[src/rtl/evt_irq_pkg.sv]
package evt_irq_pkg;
  localparam int DW         = 32;
  localparam int AW         = 3;
  localparam int NMST       = 2;
  localparam int QPM        = 2;
  localparam int NQ         = NMST * QPM;
  localparam int GERR_PM    = 8;
  localparam int MST_STRIDE = 12;
  localparam int RPT_BASE   = 4;
  localparam int RPT_STEP   = 4;
  localparam int BIT_RST_DN = 24;
  localparam int BIT_HLT_AK = 25;
  localparam int BIT_NACK   = 27;

  typedef enum logic [AW-1:0] {
    A_STS    = 3'd0,
    A_MSK    = 3'd1,
    A_CLR    = 3'd2,
    A_COMMIT = 3'd3,
    A_HALT   = 3'd4,
    A_RST    = 3'd5
  } reg_addr_e;

  localparam logic [DW-1:0] RST_ALL    = 32'h0F73_F3F7;
  localparam logic [DW-1:0] RST_M0_GRP = 32'h0000_03F0;
  localparam logic [DW-1:0] RST_M1_GRP = 32'h0003_F000;

  function automatic logic [DW-1:0] rst_grp(input int m);
    return (m == 0) ? RST_M0_GRP : RST_M1_GRP;
  endfunction

  // general error pins land on bits 1,2,5,6,7,9,10,11 of the engine's slice
  function automatic logic [DW-1:0] gerr_place(input logic [GERR_PM-1:0] e, input int m);
    logic [11:0] f;
    f = {e[7:5], 1'b0, e[4:2], 2'b00, e[1:0], 1'b0};
    return DW'(f) << (m * MST_STRIDE);
  endfunction

  function automatic logic [DW-1:0] place_events(
    input logic [NMST-1:0]         rd,
    input logic [NQ-1:0]           rpt,
    input logic [NQ-1:0]           nack,
    input logic [NMST*GERR_PM-1:0] gerr
  );
    logic [DW-1:0] v;
    v = '0;
    for (int m = 0; m < NMST; m++) begin
      v[m*MST_STRIDE] = rd[m];
      for (int q = 0; q < QPM; q++) begin
        v[m*MST_STRIDE + RPT_BASE + q*RPT_STEP] = rpt[m*QPM+q];
        v[BIT_NACK + m*QPM + q]                  = nack[m*QPM+q];
      end
      v = v | gerr_place(gerr[m*GERR_PM +: GERR_PM], m);
    end
    return v;
  endfunction
endpackage

[src/rtl/evt_sts_reg.sv]
module evt_sts_reg
  import evt_irq_pkg::*;
(
  input  logic          clk_i,
  input  logic          rst_ni,
  input  logic [DW-1:0] set_i,
  input  logic          stage_we_i,
  input  logic          commit_i,
  input  logic          mask_we_i,
  input  logic [DW-1:0] wdata_i,
  output logic [DW-1:0] sts_o,
  output logic [DW-1:0] msk_o,
  output logic [DW-1:0] pend_o,
  output logic          irq_o
);
  logic [DW-1:0] sts_q, msk_q, pend_q;
  logic [DW-1:0] clr_now;

  assign clr_now = commit_i ? pend_q : '0;

  always_ff @(posedge clk_i or negedge rst_ni) begin
    if (!rst_ni) begin
      sts_q  <= '0;
      msk_q  <= '0;
      pend_q <= '0;
    end else begin
      // new events win over a clear on the same edge
      sts_q <= (sts_q & ~clr_now) | set_i;
      if (commit_i)        pend_q <= '0;
      else if (stage_we_i) pend_q <= pend_q | wdata_i;
      if (mask_we_i)       msk_q  <= wdata_i;
    end
  end

  assign sts_o  = sts_q;
  assign msk_o  = msk_q;
  assign pend_o = pend_q;
  assign irq_o  = |(sts_q & msk_q);
endmodule

[src/rtl/evt_ack_timer.sv]
module evt_ack_timer #(
  parameter int ACK_DLY = 4,
  parameter int NQ      = 4,
  parameter int W       = 1
) (
  input  logic          clk_i,
  input  logic          rst_ni,
  input  logic          req_i,
  input  logic [W-1:0]  req_data_i,
  input  logic [NQ-1:0] req_sel_i,
  input  logic [NQ-1:0] q_idle_i,
  output logic          busy_o,
  output logic [W-1:0]  hold_o,
  output logic          ack_o
);
  localparam int CW = (ACK_DLY < 2) ? 1 : $clog2(ACK_DLY);
  localparam logic [CW-1:0] LAST = CW'(ACK_DLY - 1);

  logic          busy_q;
  logic [CW-1:0] cnt_q;
  logic [NQ-1:0] sel_q;
  logic [W-1:0]  hold_q;
  logic          all_idle, fin;

  assign all_idle = &(q_idle_i | ~sel_q);
  assign fin      = busy_q & all_idle & (cnt_q == LAST);

  always_ff @(posedge clk_i or negedge rst_ni) begin
    if (!rst_ni) begin
      busy_q <= 1'b0;
      cnt_q  <= '0;
      sel_q  <= '0;
      hold_q <= '0;
    end else if (!busy_q) begin
      if (req_i) begin
        busy_q <= 1'b1;
        hold_q <= req_data_i;
        sel_q  <= req_sel_i;
        cnt_q  <= '0;
      end
    end else if (!all_idle) begin
      cnt_q <= '0;
    end else if (fin) begin
      busy_q <= 1'b0;
      hold_q <= '0;
      cnt_q  <= '0;
    end else begin
      cnt_q <= cnt_q + 1'b1;
    end
  end

  assign busy_o = busy_q;
  assign hold_o = hold_q;
  assign ack_o  = fin;
endmodule

[src/rtl/evt_reg_if.sv]
module evt_reg_if
  import evt_irq_pkg::*;
(
  input  logic            reg_wr_i,
  input  logic [AW-1:0]   reg_addr_i,
  input  logic [DW-1:0]   reg_wdata_i,
  input  logic [DW-1:0]   sts_i,
  input  logic [DW-1:0]   msk_i,
  input  logic [DW-1:0]   pend_i,
  output logic            stage_we_o,
  output logic            commit_o,
  output logic            mask_we_o,
  output logic [NMST-1:0] halt_req_o,
  output logic            rst_req_o,
  output logic [DW-1:0]   rst_val_o,
  output logic [NQ-1:0]   rst_sel_o,
  output logic [DW-1:0]   rdata_o
);
  assign stage_we_o = reg_wr_i && (reg_addr_i == A_CLR);
  assign commit_o   = reg_wr_i && (reg_addr_i == A_COMMIT) && reg_wdata_i[0];
  assign mask_we_o  = reg_wr_i && (reg_addr_i == A_MSK);
  assign rst_val_o  = reg_wdata_i & RST_ALL;
  assign rst_req_o  = reg_wr_i && (reg_addr_i == A_RST) && (|rst_val_o);

  for (genvar m = 0; m < NMST; m++) begin : g_mst
    assign halt_req_o[m] = reg_wr_i && (reg_addr_i == A_HALT) && reg_wdata_i[m];
    assign rst_sel_o[m*QPM +: QPM] = {QPM{|(reg_wdata_i & rst_grp(m))}};
  end

  always_comb begin
    case (reg_addr_i)
      A_STS:   rdata_o = sts_i;
      A_MSK:   rdata_o = msk_i;
      A_CLR:   rdata_o = pend_i;
      default: rdata_o = '0;
    endcase
  end
endmodule

[src/rtl/evt_irq_unit.sv]
module evt_irq_unit
  import evt_irq_pkg::*;
#(
  parameter int ACK_DLY = 4
) (
  input  logic                    clk_i,
  input  logic                    rst_ni,
  input  logic                    reg_wr_i,
  input  logic [AW-1:0]           reg_addr_i,
  input  logic [DW-1:0]           reg_wdata_i,
  output logic [DW-1:0]           reg_rdata_o,
  input  logic [NMST-1:0]         rd_done_i,
  input  logic [NQ-1:0]           q_report_i,
  input  logic [NQ-1:0]           q_nack_i,
  input  logic [NMST*GERR_PM-1:0] q_err_i,
  input  logic [NQ-1:0]           q_idle_i,
  output logic [NMST-1:0]         halt_o,
  output logic [DW-1:0]           rst_o,
  output logic                    irq_o
);
  logic [DW-1:0]   sts_q, msk_q, pend_q, set_vec;
  logic            stage_we, commit, mask_we, rst_req, rst_ack;
  logic [NMST-1:0] halt_req, halt_ack;
  logic [DW-1:0]   rst_val;
  logic [NQ-1:0]   rst_sel;

  evt_reg_if u_regs (
    .reg_wr_i    (reg_wr_i),
    .reg_addr_i  (reg_addr_i),
    .reg_wdata_i (reg_wdata_i),
    .sts_i       (sts_q),
    .msk_i       (msk_q),
    .pend_i      (pend_q),
    .stage_we_o  (stage_we),
    .commit_o    (commit),
    .mask_we_o   (mask_we),
    .halt_req_o  (halt_req),
    .rst_req_o   (rst_req),
    .rst_val_o   (rst_val),
    .rst_sel_o   (rst_sel),
    .rdata_o     (reg_rdata_o)
  );

  for (genvar m = 0; m < NMST; m++) begin : g_halt
    logic [0:0] hold_unused;
    evt_ack_timer #(.ACK_DLY(ACK_DLY), .NQ(NQ), .W(1)) u_halt (
      .clk_i      (clk_i),
      .rst_ni     (rst_ni),
      .req_i      (halt_req[m]),
      .req_data_i (1'b1),
      .req_sel_i  (NQ'({QPM{1'b1}}) << (m*QPM)),
      .q_idle_i   (q_idle_i),
      .busy_o     (halt_o[m]),
      .hold_o     (hold_unused),
      .ack_o      (halt_ack[m])
    );
  end

  logic rst_busy;
  evt_ack_timer #(.ACK_DLY(ACK_DLY), .NQ(NQ), .W(DW)) u_rst (
    .clk_i      (clk_i),
    .rst_ni     (rst_ni),
    .req_i      (rst_req),
    .req_data_i (rst_val),
    .req_sel_i  (rst_sel),
    .q_idle_i   (q_idle_i),
    .busy_o     (rst_busy),
    .hold_o     (rst_o),
    .ack_o      (rst_ack)
  );

  always_comb begin
    set_vec = place_events(rd_done_i, q_report_i, q_nack_i, q_err_i);
    set_vec[BIT_RST_DN] = rst_ack;
    for (int m = 0; m < NMST; m++) set_vec[BIT_HLT_AK + m] = halt_ack[m];
  end

  evt_sts_reg u_sts (
    .clk_i      (clk_i),
    .rst_ni     (rst_ni),
    .set_i      (set_vec),
    .stage_we_i (stage_we),
    .commit_i   (commit),
    .mask_we_i  (mask_we),
    .wdata_i    (reg_wdata_i),
    .sts_o      (sts_q),
    .msk_o      (msk_q),
    .pend_o     (pend_q),
    .irq_o      (irq_o)
  );

  logic unused_busy;
  assign unused_busy = rst_busy;
endmodule

[config.mk]
export PLATFORM = sky130hd
export DESIGN_NAME = evt_irq_unit
export DESIGN_NICKNAME = d
export VERILOG_FILES = /design/src/rtl/evt_irq_pkg.sv /design/src/rtl/evt_sts_reg.sv /design/src/rtl/evt_ack_timer.sv /design/src/rtl/evt_reg_if.sv /design/src/rtl/evt_irq_unit.sv
export SDC_FILE = /design/constraint.sdc
export NUM_CORES = 1
export LEC_CHECK = 0
export CAP_MARGIN = 20
export CORE_AREA = 2 2 154 96
export CTS_CLUSTER_DIAMETER = 30
export CTS_CLUSTER_SIZE = 24
export DETAILED_ROUTE_END_ITERATION = 10
export DIE_AREA = 0 0 156 98
export PLACE_DENSITY_LB_ADDON = 0.08
export SLEW_MARGIN = 20
export SYNTH_ARGS = -nofsm -noshare
export SYNTH_HDL_FRONTEND = slang
export SYNTH_SLANG_ARGS = --single-unit
[constraint.sdc]
create_clock -name clk_i -period 1.5 [get_ports clk_i]
set_clock_uncertainty 0.2 [all_clocks]
set_input_delay 0.3 -clock clk_i [delete_from_list [all_inputs] [get_ports clk_i]]
set_output_delay 0.3 -clock clk_i [all_outputs]
set_load 0.1 [all_outputs]
## After elaboration in Yosys (flattened, before gate mapping)

Index checks and enable logic that the tools add are counted.
Widths: inputs -> output; s select.

- Flip-flop bits (word level): 142
- Bits of input ports: 68
- Output and inout bits: 67
- Logic and storage cells: 105

- $add $sub $neg: 3
- Equal/unequal tests: 10
- Muxes and demuxes: 32
- Bitwise operators: 22
- Reductions and logical operators: 25

Operators with widths:

| operator | number |
|---|---|
| $mux 32 | 7 |
| $pmux 32 s3 | 1 |
| $and 32x32->32 | 2 |
| $not 32->32 | 1 |
| $or 32x31->32 | 1 |
| $or 32x32->32 | 1 |
| $reduce_or 32->1 | 1 |
| $or 31x24->31 | 1 |
| $or 29x12->29 | 1 |
| $mux 2 | 12 |
| $reduce_or 22->1 | 1 |
| $mux 1 | 12 |
| $or 4x4->4 | 3 |
| $reduce_and 4->1 | 3 |
| $reduce_or 6->1 | 2 |
| $logic_and 1x1->1 | 9 |
| $not 4->4 | 2 |
| $reduce_bool 2->1 | 4 |
| $add 2x1->2 const B | 3 |
| $and 1x1->1 | 6 |
| $eq 2x2->1 const B | 3 |
| $eq 3x2->1 const B | 2 |
| $eq 3x3->1 const B | 2 |
| $reduce_and 2->1 | 3 |
| 6 further kinds | 9 |

## Depth between registers and ports, before layout

- Word-level depth: 8
- Mapped depth: 7
- Gate-level depth less buffers: 4

## Modules after synthesis

A second synthesis with hierarchy kept.

- Cell total of the unflattened synthesis: 726
- Area total of the unflattened synthesis: 7485.9 µm²

By module, submodules not included:

| module | instances | cells an instance | area each (µm²) | seq. area each (µm²) |
|---|---|---|---|---|
| evt_sts_reg | 1 | 291 | 3627.2 | 2402.3 |
| evt_ack_timer (u_rst) | 1 | 173 | 1732.9 | 975.9 |
| evt_reg_if | 1 | 200 | 1392.6 | 0.0 |
| evt_ack_timer (g_halt[0].u_halt ...) | 2 | 30 | 362.8 | 200.2 |
| evt_irq_unit | 1 | 2 | 7.5 | 0.0 |

## Worst setup path after synthesis

No wires, ideal clock.

- Path kind: input -> output
- From: input reg_addr_i[1]
- To: output reg_rdata_o[10]
- Arrival: 2.368 ns
- Required time: 1.000 ns
- Slack: -1.368 ns
- Cell stages on the path: 6
- Buffers on the path: 3
- Cell sequence: buf_2 > nor2b_1 > clkbuf_1 > clkbuf_1 > a21oi_1 > nor2_1

- Longest elaborated chain between the ends: 2
- Elaborated cells between the ends (all ways): 4
- Those cells by class: eq/ne: 2; mux: 1; reduce/logical: 1

RTL lines:

| item | line | RTL |
|---|---|---|
| from (decl) | evt_irq_unit.sv:9 | `input logic [AW-1:0] reg_addr_i,` |
| $eq 3x2->1, or another cell as far along | evt_reg_if.sv:31 | `case (reg_addr_i)` |
| $pmux 32 s3 * | evt_reg_if.sv:31 |  |
| to (decl) | evt_irq_unit.sv:11 | `output logic [DW-1:0] reg_rdata_o,` |

Every way passes the cells marked *; elsewhere a longest branch is shown, timed or not.

## Worst setup path after layout

- From: register u_sts.sts_q[12], in the netlist u_sts.sts_o[12]
- To: output irq_o

- Longest elaborated chain between the ends: 2

RTL lines:

| item | line | RTL |
|---|---|---|
| from (decl) | evt_sts_reg.sv:16 | `logic [DW-1:0] sts_q, msk_q, pend_q;` |
| from (signal assigned) | evt_sts_reg.sv:28 | `sts_q <= (sts_q & ~clr_now) \| set_i;` |
| $and 32x32->32 | evt_sts_reg.sv:38 | `assign irq_o = \|(sts_q & msk_q);` |
| $reduce_or 32->1 | evt_sts_reg.sv:38 |  |
| to (decl) | evt_irq_unit.sv:19 | `output logic irq_o` |

No other way between the ends.

==> results.sh <==
export IMPL_layout_common_cells="dfrtp_1 (130), buf_4 (124), nand2_1 (80)"
export IMPL_met1Wirelength_um=10300
export IMPL_area_growth_pct=78.6
export IMPL_postRouteWirelength_um=24200
export IMPL_violations="negative setup slack"
export IMPL_hold_ws_ns=0.0259
export IMPL_final_common_cell="dfrtp_1"
export IMPL_avgSynthCellArea_um2=10.3
export IMPL_setup_viol=81
export IMPL_insertion_delay_ns=0.42
export IMPL_firstDrtPassIters=5
export IMPL_syn_inst=606
export IMPL_drv_cap=0
export IMPL_cts_root_buffer="clkbuf_16"
export IMPL_synthAdderAreaFrac=0.00603
export IMPL_initial_utilization=0.445
export IMPL_ys_seq_area_frac=0.527
export IMPL_grt_pass1_wl_um=36400
export IMPL_dr_wl_met3_um=1860
export IMPL_port_buffer_count=124
export IMPL_die_h_um=98
export IMPL_synth_top_family_by_area="multiplexers"
export IMPL_synth_compound_area_frac=0.137
export IMPL_p_leak_nw=4.97
export IMPL_cts_made_buffers=17
export IMPL_ant_nets=0
export IMPL_hpwl_um=14700
export IMPL_peakVddDrop_uv=933
export IMPL_hold_class="input pin to flip-flop"
export IMPL_antennaDiodeCount=0
export IMPL_grtUsageTotal=0.317
export IMPL_grt_pass1_vias=6433
export IMPL_dpl_cell_area_mm2=0.00971
export IMPL_synth_simple_area_share=0.136
export IMPL_critPathArrivalTime_ns=2.01
export IMPL_fmax_mhz=399
export IMPL_top_layer="met4"
export IMPL_drive_above_1_share=0.473
export IMPL_num_rows=34
export IMPL_ios=135
export IMPL_via_per_inst=5.67
export IMPL_relSlewSlack=0.618
export IMPL_crit_required_ns=1.00
export IMPL_synth_area_mux_share=0.148
export IMPL_wire_per_inst_um=22.5
export IMPL_die_area_mm2=0.0153
export IMPL_drtIter0Drc=497
export IMPL_post_route_min_period_ns=2.51
export IMPL_cts_sinks=131
export IMPL_grt_max_degree=59
export IMPL_synth_top_area_frac=0.527
export IMPL_syn_area_mm2=0.00622
export IMPL_dr_wl_met2_um=11600
export IMPL_cts_max_level=4
export IMPL_routabilityCongestion=0.839
export IMPL_antenna_found_initial=0
export IMPL_synth_area_leaders="dfrtp_1 (53%), mux2i_1 (8.7%), nor2_1 (6.2%), mux2_2 (5.6%), a21oi_1 (5.5%)"
export IMPL_finalInstanceArea_mm2=0.0111
export IMPL_yosysWarnings=0
export IMPL_cts_max_path_buffers=2
export IMPL_endpoint_kind="primary output"
export IMPL_rsz0062_at_grt="yes"
export IMPL_yosysUniqueCellTypes=35
export IMPL_core_area_mm2=0.0140
export IMPL_tns_ns=-22.77
export IMPL_grt_ovfl_total=0
export IMPL_vias=6115
export IMPL_cts_tree="built"
export IMPL_setup_ws_ns=-1.01
export IMPL_post_route_period_util=1.67
export IMPL_nets=957
export IMPL_status="complete, but fails checks"
export IMPL_critPathKind="flip-flop to primary output"
export IMPL_synth_xor_area_frac=0
export IMPL_cellPowerDensity_mw_per_mm2=1600
export IMPL_yosys_area_top_type="dfrtp_1"
export IMPL_die_w_um=156
export IMPL_start_kind="flip-flop"
export IMPL_drv_slew=0
export IMPL_ys_ff_latch=131
export IMPL_crit_fanout=2
export IMPL_worstMarginPinSlew_ns=0.573
export IMPL_cts_clk_slew_worst_paths_ns=0.06
export IMPL_final_hold_viol_count=0
export IMPL_drc=0
synthesized netlist by cell type:
library cell,count
mux2i_1,54
dfrtp_1,131
a21boi_0,6
or4_1,1
buf_1,2
nand4_2,1
clkbuf_2,1
a22o_1,7
a22oi_1,16
nand2_1,80
clkinv_1,1
a32o_1,2
nand4_1,5
clkbuf_1,17
and3b_1,2
buf_4,15
buf_2,12
a21bo_2,2
nor4_4,2
nor2_1,103
mux2_1,3
ha_1,3
o21bai_1,2
a21o_1,26
buf_8,2
and3_1,2
conb_1,1
o2111ai_4,1
nor2b_1,2
mux2_2,31
a21oi_1,68
nand3_1,1
nor4_1,2
o211ai_1,1
nor3_1,1
kinds of logic after synthesis:
logic type	Yosys count
adder cells (fa/ha/maj)	3
flip-flops	131
AO/OA/AOI/OAI	131
buffers and inverters	50
multiplexers	88
AND/OR/NAND/NOR	202
other	1
worst max-delay path, stage by stage, from the launching register on:
cell	delay, ns
dfrtp_1	0.43
a22oi_2	0.29
nand4_1	0.16
or4_4	0.53
buf_12	0.19
power breakdown:
group	leakage (nW)	switching [mW]	internal, mW
clock	0.255	1.69	2.22
combinational	3.19	5.05	3.58
sequential	1.52	0.841	4.40
state kept, by name, indices dropped and copies added (netlist names), named ones only:
register	count
g_halt.u_halt.busy_o	2
g_halt.u_halt.cnt_q	4
g_halt.u_halt.sel_q	2
u_rst.busy_o	1
u_rst.cnt_q	2
u_rst.hold_o	22
u_rst.sel_q	2
u_sts.msk_o	32
u_sts.pend_o	31
u_sts.sts_o	32
layer usage:
layer  vias to the layer above  track usage
li1                       2649            -
met5                         -            0
met2                       290        0.501
met4                         0       0.0797
met1                      3140        0.445
met3                        36       0.0750
path summary, 6_finish.rpt:
| path | from | end | slack (ns) | cells past startpoint |
|---|---|---|---|---|
| max in group asynchronous | rst_ni | u_sts.pend_o[11] | 0.56 | 3 |
| hold / removal | reg_wdata_i[17] | u_sts.msk_o[17] | 0.03 | 3 |
| min in group asynchronous | rst_ni | u_sts.msk_o[1] | 0.21 | 3 |
| hold reg to reg | g_halt[0].u_halt.sel_q[0] | g_halt[0].u_halt.sel_q[0] | 0.28 | 1 |
| setup reg to reg | u_rst.cnt_q[0] | u_rst.busy_o | -0.14 | 5 |
| setup / recovery | u_sts.sts_o[12] | irq_o | -1.01 | 4 |
stage by stage:
stage | instances | power (mW) | utilization | setup slack (ns)
after global placement | 1007 | 13.0 | 0.694 | -0.941
after floorplan | 615 | 9.83 | - | -0.433
after detailed placement | 1007 | 13.2 | 0.694 | -1.05
final | 1079 | 17.8 | 0.794 | -1.01
after CTS | 1067 | 17.4 | 0.780 | -0.954
after global routing | 1079 | 18.4 | 0.794 | -1.04
layout make-up:
class                   instances  area (um^2)
flip-flops and latches        131         3280
fillers                       793         2880
well taps                     180          225
repair buffers                301         3570
clock buffers                  19          453
multi-input cells             434         3480
clock inverters                13          103
inverters                       1         3.75
repair_timing:
item | 4_1_cts | 5_1_grt
hold endpoints to repair | 134 | 0
pin swaps | 55 | 33
setup endpoints to repair | 182 | 90
hold buffers | 2 | 0
buffers inserted | 26 | 13
cloned | 7 | 2
resized for setup | 123 | 49
(Power assumes the default switching activity.)
